[src/rtl/pt_walker_pkg.sv]
package pt_walker_pkg;

  // Response codes
  typedef enum logic [1:0] {
    ST_OK         = 2'b00,
    ST_PAGE_FAULT = 2'b01,
    ST_PROT_FAULT = 2'b10
  } walk_status_e;

  // Walk sequencing
  typedef enum logic [2:0] {
    W_IDLE,
    W_ROOT_WAIT,
    W_ROOT_CHK,
    W_LEAF_WAIT,
    W_LEAF_CHK,
    W_RESP
  } walk_state_e;

  // Entry flag positions
  localparam int unsigned PTE_PRESENT_BIT = 0;
  localparam int unsigned PTE_MOD_BIT     = 1;
  localparam int unsigned PTE_USED_BIT    = 2;
  localparam int unsigned PTE_WRITE_BIT   = 3;

endpackage

[src/rtl/pt_addr_gen.sv]
module pt_addr_gen #(
  parameter int OFF_W   = 12,
  parameter int IDX_W   = 10,
  parameter int FRAME_W = 20,
  localparam int WADDR_W = FRAME_W + IDX_W,
  localparam int PA_W    = FRAME_W + OFF_W
) (
  input  logic [IDX_W-1:0]   root_idx,
  input  logic [FRAME_W-1:0] base_frame,
  input  logic [IDX_W-1:0]   leaf_idx,
  input  logic [OFF_W-1:0]   page_off,
  input  logic [FRAME_W-1:0] table_frame,
  output logic [WADDR_W-1:0] root_waddr,
  output logic [WADDR_W-1:0] leaf_waddr,
  output logic [PA_W-1:0]    phys_addr
);

  // The root entry sits in the frame named by the base register.
  assign root_waddr = {base_frame, root_idx};

  // The leaf entry sits in the frame named by the root entry.
  assign leaf_waddr = {table_frame, leaf_idx};

  // The page offset passes through unchanged.
  assign phys_addr  = {table_frame, page_off};

endmodule

[src/rtl/pt_pte_check.sv]
module pt_pte_check
  import pt_walker_pkg::*;
#(
  parameter int PTE_W = 32,
  parameter bit LEAF  = 1'b1
) (
  input  logic [PTE_W-1:0] entry,
  input  logic             is_write,
  output logic [1:0]       status,
  output logic [PTE_W-1:0] new_entry,
  output logic             need_wb
);

  generate
    if (LEAF) begin : g_leaf
      logic [PTE_W-1:0] set_mask;

      always_comb begin
        set_mask = '0;
        set_mask[PTE_USED_BIT] = 1'b1;
        set_mask[PTE_MOD_BIT]  = is_write;
      end

      always_comb begin
        if (!entry[PTE_PRESENT_BIT]) begin
          status = ST_PAGE_FAULT;
        end else if (is_write && !entry[PTE_WRITE_BIT]) begin
          status = ST_PROT_FAULT;
        end else begin
          status = ST_OK;
        end
      end

      assign new_entry = entry | set_mask;
      assign need_wb   = (status == ST_OK) && (new_entry != entry);

    end else begin : g_root
      // A root entry is checked only for presence and is never updated.
      logic unused_root;
      assign unused_root = ^{entry, is_write};
      assign status    = entry[PTE_PRESENT_BIT] ? ST_OK : ST_PAGE_FAULT;
      assign new_entry = entry;
      assign need_wb   = 1'b0;
    end
  endgenerate

endmodule

[src/rtl/pt_walker.sv]
module pt_walker
  import pt_walker_pkg::*;
#(
  parameter int VA_W  = 32,
  parameter int PA_W  = 32,
  parameter int OFF_W = 12,
  parameter int PTE_W = 32,
  localparam int IDX_W   = (VA_W - OFF_W) / 2,
  localparam int FRAME_W = PA_W - OFF_W,
  localparam int WADDR_W = FRAME_W + IDX_W,
  localparam int LOW_W   = IDX_W + OFF_W
) (
  input  logic               clk,
  input  logic               rst,
  input  logic               req_valid,
  output logic               req_ready,
  input  logic [VA_W-1:0]    req_vaddr,
  input  logic               req_write,
  input  logic [PA_W-1:0]    req_ptbr,
  output logic               resp_valid,
  output logic [1:0]         resp_status,
  output logic [PA_W-1:0]    resp_paddr,
  output logic               mem_rd_en,
  output logic               mem_wr_en,
  output logic [WADDR_W-1:0] mem_addr,
  output logic [PTE_W-1:0]   mem_wdata,
  input  logic [PTE_W-1:0]   mem_rdata
);

  walk_state_e       state;
  logic [LOW_W-1:0]  vlow_q;
  logic              write_q;

  logic [WADDR_W-1:0] root_waddr;
  logic [WADDR_W-1:0] leaf_waddr;
  logic [PA_W-1:0]    phys_addr;
  logic [FRAME_W-1:0] rd_frame;

  logic [1:0]         root_status;
  logic [PTE_W-1:0]   root_new_unused;
  logic               root_wb_unused;
  logic [1:0]         leaf_status;
  logic [PTE_W-1:0]   leaf_new;
  logic               leaf_wb;

  logic unused_ptbr;
  assign unused_ptbr = ^req_ptbr[OFF_W-1:0] ^ ^req_vaddr[LOW_W-1:0]
                     ^ root_wb_unused ^ ^root_new_unused;

  assign rd_frame  = mem_rdata[PTE_W-1 -: FRAME_W];
  assign req_ready = (state == W_IDLE);

  pt_addr_gen #(
    .OFF_W   (OFF_W),
    .IDX_W   (IDX_W),
    .FRAME_W (FRAME_W)
  ) u_addr (
    .root_idx    (req_vaddr[VA_W-1 -: IDX_W]),
    .base_frame  (req_ptbr[PA_W-1 -: FRAME_W]),
    .leaf_idx    (vlow_q[LOW_W-1 -: IDX_W]),
    .page_off    (vlow_q[OFF_W-1:0]),
    .table_frame (rd_frame),
    .root_waddr  (root_waddr),
    .leaf_waddr  (leaf_waddr),
    .phys_addr   (phys_addr)
  );

  pt_pte_check #(
    .PTE_W (PTE_W),
    .LEAF  (1'b0)
  ) u_root_chk (
    .entry     (mem_rdata),
    .is_write  (write_q),
    .status    (root_status),
    .new_entry (root_new_unused),
    .need_wb   (root_wb_unused)
  );

  pt_pte_check #(
    .PTE_W (PTE_W),
    .LEAF  (1'b1)
  ) u_leaf_chk (
    .entry     (mem_rdata),
    .is_write  (write_q),
    .status    (leaf_status),
    .new_entry (leaf_new),
    .need_wb   (leaf_wb)
  );

  always_ff @(posedge clk) begin
    if (rst) begin
      state       <= W_IDLE;
      vlow_q      <= '0;
      write_q     <= 1'b0;
      resp_valid  <= 1'b0;
      resp_status <= ST_OK;
      resp_paddr  <= '0;
      mem_rd_en   <= 1'b0;
      mem_wr_en   <= 1'b0;
      mem_addr    <= '0;
      mem_wdata   <= '0;
    end else begin
      resp_valid <= 1'b0;
      mem_rd_en  <= 1'b0;
      mem_wr_en  <= 1'b0;
      case (state)
        W_IDLE: begin
          if (req_valid) begin
            vlow_q    <= req_vaddr[LOW_W-1:0];
            write_q   <= req_write;
            mem_rd_en <= 1'b1;
            mem_addr  <= root_waddr;
            state     <= W_ROOT_WAIT;
          end
        end
        W_ROOT_WAIT: state <= W_ROOT_CHK;
        W_ROOT_CHK: begin
          if (root_status != ST_OK) begin
            resp_valid  <= 1'b1;
            resp_status <= ST_PAGE_FAULT;
            resp_paddr  <= '0;
            state       <= W_RESP;
          end else begin
            mem_rd_en <= 1'b1;
            mem_addr  <= leaf_waddr;
            state     <= W_LEAF_WAIT;
          end
        end
        W_LEAF_WAIT: state <= W_LEAF_CHK;
        W_LEAF_CHK: begin
          resp_valid  <= 1'b1;
          resp_status <= leaf_status;
          resp_paddr  <= (leaf_status == ST_OK) ? phys_addr : '0;
          if (leaf_wb) begin
            mem_wr_en <= 1'b1;
            mem_wdata <= leaf_new;
          end
          state <= W_RESP;
        end
        W_RESP:  state <= W_IDLE;
        default: state <= W_IDLE;
      endcase
    end
  end

endmodule

[config.mk]
export PLATFORM = sky130hd
export DESIGN_NAME = pt_walker
export DESIGN_NICKNAME = d
export VERILOG_FILES = /design/src/rtl/pt_walker_pkg.sv /design/src/rtl/pt_addr_gen.sv /design/src/rtl/pt_pte_check.sv /design/src/rtl/pt_walker.sv
export SDC_FILE = /design/constraint.sdc
export NUM_CORES = 1
export LEC_CHECK = 0
export ABC_AREA = 1
export BUFFER_PORTS_ARGS = -buffer_cell sky130_fd_sc_hd__clkbuf_2
export CAP_MARGIN = 10
export CORE_MARGIN = 2
export CORE_UTILIZATION = 50
export CTS_BUF_LIST = sky130_fd_sc_hd__clkbuf_4
export DETAILED_ROUTE_END_ITERATION = 10
export PLACE_DENSITY_LB_ADDON = 0.25
export SLEW_MARGIN = 10
export SYNTH_ARGS = -nofsm -noshare
export SYNTH_HDL_FRONTEND = slang
export SYNTH_SLANG_ARGS = --single-unit
[constraint.sdc]
create_clock -name clk -period 1.5 [get_ports clk]
set_input_delay 0.15 -clock clk [delete_from_list [all_inputs] [get_ports clk]]
set_output_delay 0.15 -clock clk [all_outputs]
set_load 0.01 [all_outputs]
# Word level (Yosys, flattened, before mapping)
# Index checks and enable logic that the tools add are counted.
# word_totals
word_cells,53
reg_bits,125
# classes
n_bitwise,2
n_reduce_logical,13
eq_ne,8
n_mux,20
# op_table
operator,count
32-bit two-way mux,2
32-bit case mux with 2 select lines,1
30-bit two-way mux,2
30-bit case mux with 2 select lines,1
32-bit != test,1
32-bit by 3-bit OR with 32-bit output,1
3-bit case mux with 5 select lines,1
3-bit by 2-bit equality test with 1-bit output (second input constant),2
2-bit two-way mux,3
3-bit two-way mux,2
2-bit != test (second input constant),3
2-bit AND reduction,3
2-bit nonzero test,3
1-bit two-way mux,5
1-bit case mux with 2 select lines,2
2-bit case mux with 2 select lines,1
3-bit by 1-bit equality test with 1-bit output (second input constant),1
3-bit equality test (second input constant),1
3-bit zero test,1
3-bit AND reduction,1
1-bit logical AND,2
2-bit zero test,1
2-bit OR reduction,1
1-bit zero test,1
1-bit NOT,1

# Depth between registers and ports, before layout
# Gate-level depths: netlist of run 1.
# logic_depth
word_depth,7
mapped_depth,9
mapped_depth_nobuf,8

# Hierarchy
# A second synthesis of run 1 with hierarchy kept.
# hier_totals
cells_unflattened,895
hier_area_um2,6337.3
# modules_own_cells
mod,n_inst,cells_each,seq_area_each_um2,area_each_um2
pt_walker,1,725,2502.4,5103.6
pt_addr_gen,1,92,0.0,690.7
pt_pte_check (u_leaf_chk),1,42,0.0,280.3
pt_pte_check (u_root_chk),1,36,0.0,262.8

# Worst setup path after synthesis of run 1
# No wires, ideal clock.
# synth_path
path_kind,register to register
start,reg state[1]
end,reg mem_wdata[1]
period_less_slack_ns,1.241
stages_incl_launch_ff,9
t_required_ns,1.388
setup_slack_ns,0.259
arrival_time_ns,1.129
path_cell_list,dfxtp_1 -> buf_2 -> nor2_4 -> nand2_4 -> nor2_4 -> buf_2 -> nand3_1 -> nand2_1 -> nor2_1
# synth_between
elab_chain_cells,2
# synth_lines
item,line,rtl
start: declaration,pt_walker.sv:30,walk_state_e state;
start signal: assignment,pt_walker.sv:92,state <= W_IDLE;
start signal: assignment,pt_walker.sv:113,state <= W_ROOT_WAIT;
start signal: assignment,pt_walker.sv:116,W_ROOT_WAIT: state <= W_ROOT_CHK;
3-bit equality test,pt_walker.sv:106,case (state)
2-bit AND reduction (no line),-,
end signal: assignment,pt_walker.sv:136,mem_wdata <= leaf_new;
end: declaration,pt_walker.sv:26,"output logic [PTE_W-1:0] mem_wdata,"
# No other way between the ends.
# A chain may end at the register's enable or synchronous reset.

# Worst setup path in the final report of run 1
# layout_path
start,reg state[0]
end,reg mem_wdata[16]
# Same word-level chain as after synthesis.

==> results.sh, run 1 <==
export IMPL_status="finished clean"
export IMPL_fin_ws_ns=0.0497
export IMPL_first_iter_violations=498
export IMPL_synthesis_area_mm2=0.00521
export IMPL_clockRootBuffer="clkbuf_4"
export IMPL_yosys_area_top_type="dfxtp_1"
export IMPL_path_buf_inv=3
export IMPL_gp_congestion=0.848
export IMPL_cts_sinks=125
export IMPL_crit_family="simple AND/OR/NAND/NOR gates"
export IMPL_antenna_found_initial=0
export IMPL_end_kind="flop"
export IMPL_skew_ns=0.0168
export IMPL_core_area_mm2=0.0102
export IMPL_grt_overflow=0
export IMPL_worst_ir_drop_vdd_uv=889
export IMPL_synth_nets=806
export IMPL_ys_seq_area_frac=0.480
export IMPL_fin_nets=1081
export IMPL_cts_htree_levels=4
export IMPL_die_area_mm2=0.0113
export IMPL_cp_max_fo=8
export IMPL_numPortBuffers=187
export IMPL_ys_types=23
export IMPL_cts_tree="yes"
export IMPL_cpMaxStageDelayCell="dfxtp_4"
export IMPL_hpwl_mm=10.7
export IMPL_drc_errors=0
export IMPL_ant_nets=0
export IMPL_fin_crit_sh=0.967
export IMPL_drv_cap=0
export IMPL_start_util=0.509
export IMPL_crit_required_ns=1.91
export IMPL_die_w_um=106
export IMPL_n_antenna_cell=0
export IMPL_max_freq_mhz=689
export IMPL_fin_setup_tns_ns=0
export IMPL_period_needed_ns=1.45
export IMPL_rows=37
export IMPL_place_worst_setup_slack_ns=-0.00391
export IMPL_io_pins=200
export IMPL_synth_seq_cells=125
export IMPL_grt_max_degree=81
export IMPL_synthTopCellsByArea="dfxtp_1, nand2_1, nand3_1"
export IMPL_grt_first_pass_wirelength_mm=27.4
export IMPL_syn_inst=706
export IMPL_synth_top_area_share=0.480
export IMPL_cts_buffers=17
export IMPL_syn_avg_cell_area_um2=7.38
export IMPL_p_per_area_mw_per_mm2=1080
export IMPL_hold_path_class="in -> reg"
export IMPL_critPathLaunchType="flop"
export IMPL_first_pass_iters=5
export IMPL_crit_type="reg -> reg"
export IMPL_drt_wirelength_per_cell_um=16.0
export IMPL_cp_slowest_stage_delay_ns=0.37
export IMPL_cts_path_max_buffers=2
export IMPL_drive_above_1_share=0.280
export IMPL_grt_usage=0.309
export IMPL_ys_warn_count=0
export IMPL_max_slew_margin=0.731
export IMPL_clkLatencyLatePin_ns=0.53
export IMPL_finalWirelength_mm=18.0
export IMPL_path_cells="buf_4 > inv_1 > nand2_1 > nor2_4 > nand3_4 > buf_4 > nand2_1 > a21oi_2"
export IMPL_path_clk_slew_ns=0.11
export IMPL_report_final_setup_viol=0
export IMPL_p_leak_nw=3.59
export IMPL_maxSlewViolCount=0
export IMPL_worst_pin_slew_ns=0.404
export IMPL_cp_arrival_ns=1.86
export IMPL_fillCellCount=770
export IMPL_vias=6024
export IMPL_area_growth_pct=47.1
export IMPL_hold_viol=0
export IMPL_fp_dieH_um=106
export IMPL_grt_pass1_vias=5624
export IMPL_vias_per_cell=5.33
[power breakdown]
part           internal, mW  leakage, nW  switching (mW)
Combinational         0.886         2.40            1.13
Sequential             3.56         1.02           0.135
Clock                  1.34        0.171            1.24
Total                  5.79         3.59            2.51
[layer usage]
| metal | global-route usage | wire length, µm |
|---|---|---|
| met5 | 0 | 0 |
| met4 | 0.135 | 505 |
| met3 | 0.0699 | 1530 |
| met2 | 0.515 | 8640 |
| met1 | 0.383 | 7360 |
[worst reg2reg max path, stage by stage (launching register included)]
cell and delay [ns]:
dfxtp_4 0.37, buf_4 0.15, inv_1 0.05, nand2_1 0.08
nor2_4 0.14, nand3_4 0.18, buf_4 0.22, nand2_1 0.09
a21oi_2 0.06
[synthesized netlist by cell type]
master	instances
a21oi_1	75
a31oi_1	1
buf_1	3
buf_2	22
buf_4	1
buf_6	6
clkbuf_1	24
dfxtp_1	125
inv_1	9
inv_2	4
nand2_1	185
nand2_2	1
nand2_4	2
nand3_1	110
nand3_2	3
nand3b_1	38
nand4_1	1
nor2_1	88
nor2_2	2
nor2_4	3
o21a_1	1
o21ai_0	1
o22ai_1	1
[repair_timing]
item,in CTS,in global routing
pin swaps,2,7
hold buffers,84,0
setup buffers,5,5
setup endpoints to repair,5,37
resized for setup,9,8
endpoints found under the hold margin,104,0
cloned,0,3
[per-stage QoR]
stage	instances	hold WS (ns)	total power, mW	area, µm²	utilization
floorplan	706	0.253	4.80	5210	-
finish	1130	0.0641	8.30	7670	0.749
CTS	1123	0.0295	8.25	7540	0.737
detailed placement	1002	0.403	5.46	6320	0.618
global route	1130	0.0491	8.67	7670	0.749
global placement	1002	0.393	5.41	6320	0.618
[layout make-up]
cell class	instances	area, µm²	share of cell area
Multi-Input combinational cell	512	2390	0.312
Timing Repair Buffer	312	2220	0.290
Tap cell	136	170	0.0222
Clock inverter	13	173	0.0225
Inverter	13	53.8	0.00702
Clock buffer	19	143	0.0186
Sequential cell	125	2510	0.328
[flip-flops by register name, indices dropped and copies added (netlist names)]
signal	count
resp_valid	1
resp_status	2
mem_wdata	32
write_q	1
mem_rd_en	1
state	3
mem_addr	30
resp_paddr	32
vlow_q	22
mem_wr_en	1
[path summary, 6_finish.rpt]
check / slack (ns) / to / start / depth (start not counted)
max: 0.05 / mem_wdata[16] / state[0] / 8
max reg2reg: 0.05 / mem_wdata[16] / state[0] / 8
min reg2reg: 0.46 / resp_paddr[2] / vlow_q[2] / 2
min: 0.06 / mem_addr[7] / rst / 4
[cell usage in the layout (no fill, tap or decap), drive strengths merged]
cell,synthesis,routed
bufinv,0,4
clkinvlp,0,1
nand4,1,1
dfxtp,125,125
a31oi,1,1
nand3,113,113
clkinv,0,8
clkbuf,24,206
o21ai,1,1
nand2,188,188
inv,13,13
dlygate4sd3,0,84
nor2,93,93
nand3b,38,38
o22ai,1,1
buf,32,41
a21oi,75,75
o21a,1,1
[cells by family (layout without fill, tap and decap cells)]
group / after synthesis / count (layout) / share of synthesized area
buf+inv: 69 / 357 / 0.0644
simple gates: 433 / 433 / 0.378
flops: 125 / 125 / 0.480
compound gates: 79 / 79 / 0.0769
Note: power is estimated with default switching activity, not from simulation.
==> run 2, diff against run 1 <==
- CORE_MARGIN: 2 -> 1
- REMOVE_ABC_BUFFERS: unset -> 1
==> run 2 against run 1 <==
  * Register-to-register slack got worse by 0.05 ns
  * Core utilization up 1.4 points
  * Largest power group unchanged
  * Critical path depth shrank 1
==> results.sh, run 2 (same netlist as run 1, synthesis figures left out) <==
export IMPL_status="finished clean"
export IMPL_cts_path_max_buffers=2
export IMPL_place_inst=994
export IMPL_die_w_um=104
export IMPL_clkLatencyLatePin_ns=0.51
export IMPL_multi_input_area_mm2=0.00238
export IMPL_max_slew_margin=0.601
export IMPL_grt_pass1_vias=5826
export IMPL_start_util=0.523
export IMPL_drc_errors=0
export IMPL_ant_nets=0
export IMPL_worst_ir_drop_vdd_uv=667
export IMPL_cpMaxStageDelayCell="dfxtp_4"
export IMPL_rows=36
export IMPL_fin_cells=1123
export IMPL_antenna_found_initial=0
export IMPL_path_cells="nor2_4 > nand2_2 > inv_4 > nand2_4 > nand3b_1 > nand2_1 > nor2_1"
export IMPL_grt_util_met1=0.368
export IMPL_crit_family="simple AND/OR/NAND/NOR gates"
export IMPL_cp_slowest_stage_delay_ns=0.37
export IMPL_cts_sinks=125
export IMPL_gp_congestion=0.804
export IMPL_utilization=0.763
export IMPL_hold_path_class="in -> reg"
export IMPL_end_kind="flop"
export IMPL_die_area_mm2=0.0108
export IMPL_reg_top3="mem_wdata x32, resp_paddr x32, mem_addr x30"
export IMPL_gr_usage_met3=0.0739
export IMPL_io_pins=200
export IMPL_fillCellCount=726
export IMPL_ff_latch_area_mm2=0.00251
export IMPL_path_buf_inv=1
export IMPL_vias_per_cell=5.38
export IMPL_cp_max_fo=53
export IMPL_grt_max_degree=54
export IMPL_core_area_mm2=0.00995
export IMPL_worst_pin_slew_ns=0.599
export IMPL_crit_required_ns=1.93
export IMPL_final_common_cell="clkbuf_2"
export IMPL_gr_usage_met2=0.574
export IMPL_finalWirelength_mm=18.0
export IMPL_grt_usage=0.325
export IMPL_fin_setup_tns_ns=0
export IMPL_numPortBuffers=187
export IMPL_placedInstanceArea_mm2=0.00624
export IMPL_vias=6037
export IMPL_grt_overflow=0
export IMPL_cts_tree="yes"
export IMPL_fin_nets=1077
export IMPL_drt_wirelength_per_cell_um=16.1
export IMPL_n_antenna_cell=0
export IMPL_grt_first_pass_wirelength_mm=28.1
export IMPL_maxSlewViolCount=0
export IMPL_p_per_area_mw_per_mm2=1060
export IMPL_regToRegSetupSlack_ns=0.0003
export IMPL_mostFrequentLayoutCells="clkbuf_2, nand2_1, dfxtp_1, nand3_1, nor2_1"
export IMPL_hpwl_mm=10.1
export IMPL_cts_buffers=17
export IMPL_area_growth_pct=45.8
export IMPL_skew_ns=0.0152
export IMPL_rsz0062_at_grt="true"
export IMPL_fin_crit_sh=1.00
export IMPL_fin_ws_ns=0.000306
export IMPL_drv_cap=0
export IMPL_first_iter_violations=418
export IMPL_hold_viol=0
export IMPL_cp_arrival_ns=1.93
export IMPL_fp_dieH_um=104
export IMPL_grt_busiest_layer="met2"
export IMPL_report_final_setup_viol=0
export IMPL_max_freq_mhz=667
export IMPL_crit_type="reg -> reg"
export IMPL_cts_htree_levels=4
export IMPL_p_leak_nw=3.56
export IMPL_place_worst_setup_slack_ns=-0.0281
export IMPL_period_needed_ns=1.50
export IMPL_path_clk_slew_ns=0.10
export IMPL_fin_area_mm2=0.00760
export IMPL_drive_above_1_share=0.274
export IMPL_first_pass_iters=5
export IMPL_clockRootBuffer="clkbuf_4"
export IMPL_critPathLaunchType="flop"
run 2: worst reg2reg max path, stage by stage, from the launching register on:
cell and delay, ns:
dfxtp_4 0.37, nor2_4 0.11, nand2_2 0.07, inv_4 0.08, nand2_4 0.33, nand3b_1 0.22, nand2_1 0.08, nor2_1 0.15
run 2: cell type report:
| type | count | area share |
|---|---|---|
| multi-input combinational | 512 | 0.314 |
| tap | 133 | 0.0219 |
| timing repair buffer | 308 | 0.291 |
| inverter | 13 | 0.00741 |
| clock inverter | 9 | 0.0125 |
| sequential | 125 | 0.331 |
| clock buffer | 23 | 0.0227 |
run 2: where the power goes:
group | total (mW) | switching, mW | internal [mW]
sequential | 3.69 | 0.129 | 3.56
clock | 2.26 | 1.18 | 1.08
combinational | 2.07 | 1.16 | 0.911
run 2: routing by layer:
layer	vias to the layer above	wire length [µm]
li1	2857	-
met1	2766	6820
met2	357	9040
met3	57	1530
met4	0	637
met5	-	0
run 2: timing repair:
| item | in CTS | in global routing |
|---|---|---|
| endpoints found under the hold margin | 104 | 0 |
| pin swaps | 2 | 4 |
| setup endpoints to repair | 26 | 42 |
| hold buffers | 85 | 0 |
| cloned | 1 | 3 |
| buffers inserted | 5 | 3 |
| gates resized for setup | 9 | 11 |
run 2: final timing paths:
path	startpoint	end	cells past startpoint
setup / recovery	state[2]	mem_addr[16]	7
hold / removal	req_ptbr[18]	mem_addr[16]	5
setup reg to reg	state[2]	mem_addr[16]	7
hold reg to reg	mem_wdata[26]	mem_wdata[26]	2
run 2: through the flow:
stage | hold slack [ns] | total power [mW]
after CTS | 0.0473 | 7.95
after global routing | 0.0164 | 8.40
after global placement | 0.389 | 5.35
final | 0.0736 | 8.02
after floorplan | 0.219 | 4.65
after detailed placement | 0.393 | 5.40
==> run 3, diff against run 2 <==
- CORE_MARGIN: 1 -> unset
- CORE_UTILIZATION: 50 -> 49
- CTS_BUF_LIST: sky130_fd_sc_hd__clkbuf_4 -> sky130_fd_sc_hd__clkbuf_16
- clock period: 1.5 -> 1.7 ns (I/O delays scaled with it)
==> run 3 against run 2 <==
  * Combinational power down 27%
  * Wire length down 15%
  * Worst setup slack improved by 0.088 ns
  * Power up 0.89%
  * Critical endpoint is now req_ready
==> results.sh, run 3 (same netlist as run 1, synthesis figures left out) <==
export IMPL_min_delay_start="req_vaddr[6]"
export IMPL_crit_type="reg -> out"
export IMPL_skew_ns=0.00661
export IMPL_grt_usage=0.286
export IMPL_fillCellCount=902
export IMPL_cts_buffers=17
export IMPL_rows=37
export IMPL_hpwl_mm=10.1
export IMPL_switching_share=0.280
export IMPL_first_pass_iters=5
export IMPL_max_slew_margin=0.699
export IMPL_mostFrequentLayoutCells="clkbuf_2, nand2_1, dfxtp_1, nand3_1, nor2_1"
export IMPL_cts_sinks=125
export IMPL_p_int_mw=5.83
export IMPL_io_pins=200
export IMPL_rsz0062_at_grt="false"
export IMPL_first_iter_violations=332
export IMPL_vias=5477
export IMPL_hold_viol=0
export IMPL_p_sw_mw=2.26
export IMPL_hold_slack_ns=0.0166
export IMPL_cts_tree="yes"
export IMPL_clockRootBuffer="clkbuf_16"
export IMPL_drt_wirelength_per_cell_um=14.9
export IMPL_grt_overflow=0
export IMPL_grt_max_degree=81
export IMPL_fin_crit_sh=0.948
export IMPL_start_util=0.505
export IMPL_fin_nets=981
export IMPL_cp_arrival_ns=1.44
export IMPL_die_w_um=105
export IMPL_worst_ir_drop_vdd_uv=589
export IMPL_gp_congestion=0.814
export IMPL_hold_path_class="in -> reg"
export IMPL_p_per_area_mw_per_mm2=1180
export IMPL_numPortBuffers=187
export IMPL_power_frac_clock=0.409
export IMPL_cts_htree_levels=4
export IMPL_finalWirelength_mm=15.3
export IMPL_p_leak_nw=3.25
export IMPL_n_antenna_cell=0
export IMPL_report_final_setup_viol=0
export IMPL_grt_first_pass_wirelength_mm=24.9
export IMPL_die_area_mm2=0.0110
export IMPL_drive_above_1_share=0.282
export IMPL_startpoint="state[0]"
export IMPL_period_needed_ns=1.61
export IMPL_path_clk_slew_ns=0.05
export IMPL_final_common_cell="clkbuf_2"
export IMPL_worst_pin_slew_ns=0.451
export IMPL_crit_required_ns=1.53
export IMPL_power_mw=8.09
export IMPL_cp_max_fo=12
export IMPL_grt_pass1_vias=5216
export IMPL_reg_top3="mem_wdata x32, resp_paddr x32, mem_addr x30"
export IMPL_status="finished clean"
export IMPL_max_freq_mhz=621
export IMPL_power_frac_comb=0.187
export IMPL_power_frac_seq=0.405
export IMPL_antenna_found_initial=0
export IMPL_critPathLaunchType="flop"
export IMPL_clkLatencyLatePin_ns=0.40
export IMPL_ant_nets=0
export IMPL_drc_errors=0
export IMPL_fp_dieH_um=105
export IMPL_drv_cap=0
export IMPL_end_kind="primary output"
export IMPL_cts_path_max_buffers=2
export IMPL_core_area_mm2=0.0103
export IMPL_area_growth_pct=31.7
export IMPL_r2r_start="state[0]"
export IMPL_maxSlewViolCount=0
export IMPL_vias_per_cell=5.32
## run 3: power groups by stage
stage	combinational [mW]	sequential, mW	clock, mW
3_5_place_dp	1.47	3.33	0
6_report	1.51	3.27	3.31
2_1_floorplan	0.712	3.39	0
3_3_place_gp	1.43	3.32	0
4_1_cts	1.51	3.27	3.34
5_1_grt	1.67	3.30	3.50
## run 3: stage by stage
step	setup WS, ns	cell area [µm²]	setup TNS (ns)	util	instances
after CTS	0.0475	6850	0	0.663	1030
after floorplan	-0.650	4920	-46.94	-	650
final	0.0885	6860	0	0.665	1030
after global placement	0.172	6280	0	0.608	994
after global routing	0.00791	6860	0	0.665	1030
after detailed placement	0.128	6280	0	0.608	994
## run 3: layout make-up
| type | instances | area, µm² | share of cell area |
|---|---|---|---|
| clock buffers | 17 | 425 | 0.0620 |
| repair buffers | 212 | 1210 | 0.177 |
| clock inverters | 15 | 115 | 0.0168 |
| flip-flops and latches | 125 | 2510 | 0.365 |
| inverters | 13 | 48.8 | 0.00711 |
| multi-input cells | 512 | 2380 | 0.347 |
| well taps | 136 | 170 | 0.0248 |
## run 3: critical path, cell delays in order (launching register included)
cell      delay (ns)
dfxtp_2         0.36
nor2_4          0.15
nand2_2         0.08
inv_2           0.10
buf_4           0.19
clkbuf_2        0.15
## run 3: path summary, 6_finish.rpt
kind              endpoint  slack (ns)  depth (start not counted)
max              req_ready        0.09                          5
min              vlow_q[6]        0.02                          3
max reg2reg   mem_addr[12]        0.12                          7
min reg2reg  mem_wdata[31]        0.46                          2
## run 3: timing repair
| action | CTS | global route |
|---|---|---|
| hold buffers | 1 | 0 |
| gates resized for setup | 0 | 3 |
| endpoints found under the setup margin | 1 | 35 |
| endpoints found under the hold margin | 1 | 0 |
| cloned | 0 | 0 |
| setup buffers | 3 | 0 |
| pin swaps | 1 | 0 |
## run 3: per-layer routing
metal | part of all wire | GRT usage | up-vias | wire, µm
met2 | 0.50 | 0.500 | 248 | 7580
li1 | - | - | 2667 | -
met3 | 0.079 | 0.0717 | 24 | 1210
met1 | 0.41 | 0.329 | 2538 | 6300
met5 | 0 | 0 | - | 0
met4 | 0.014 | 0.123 | 0 | 216
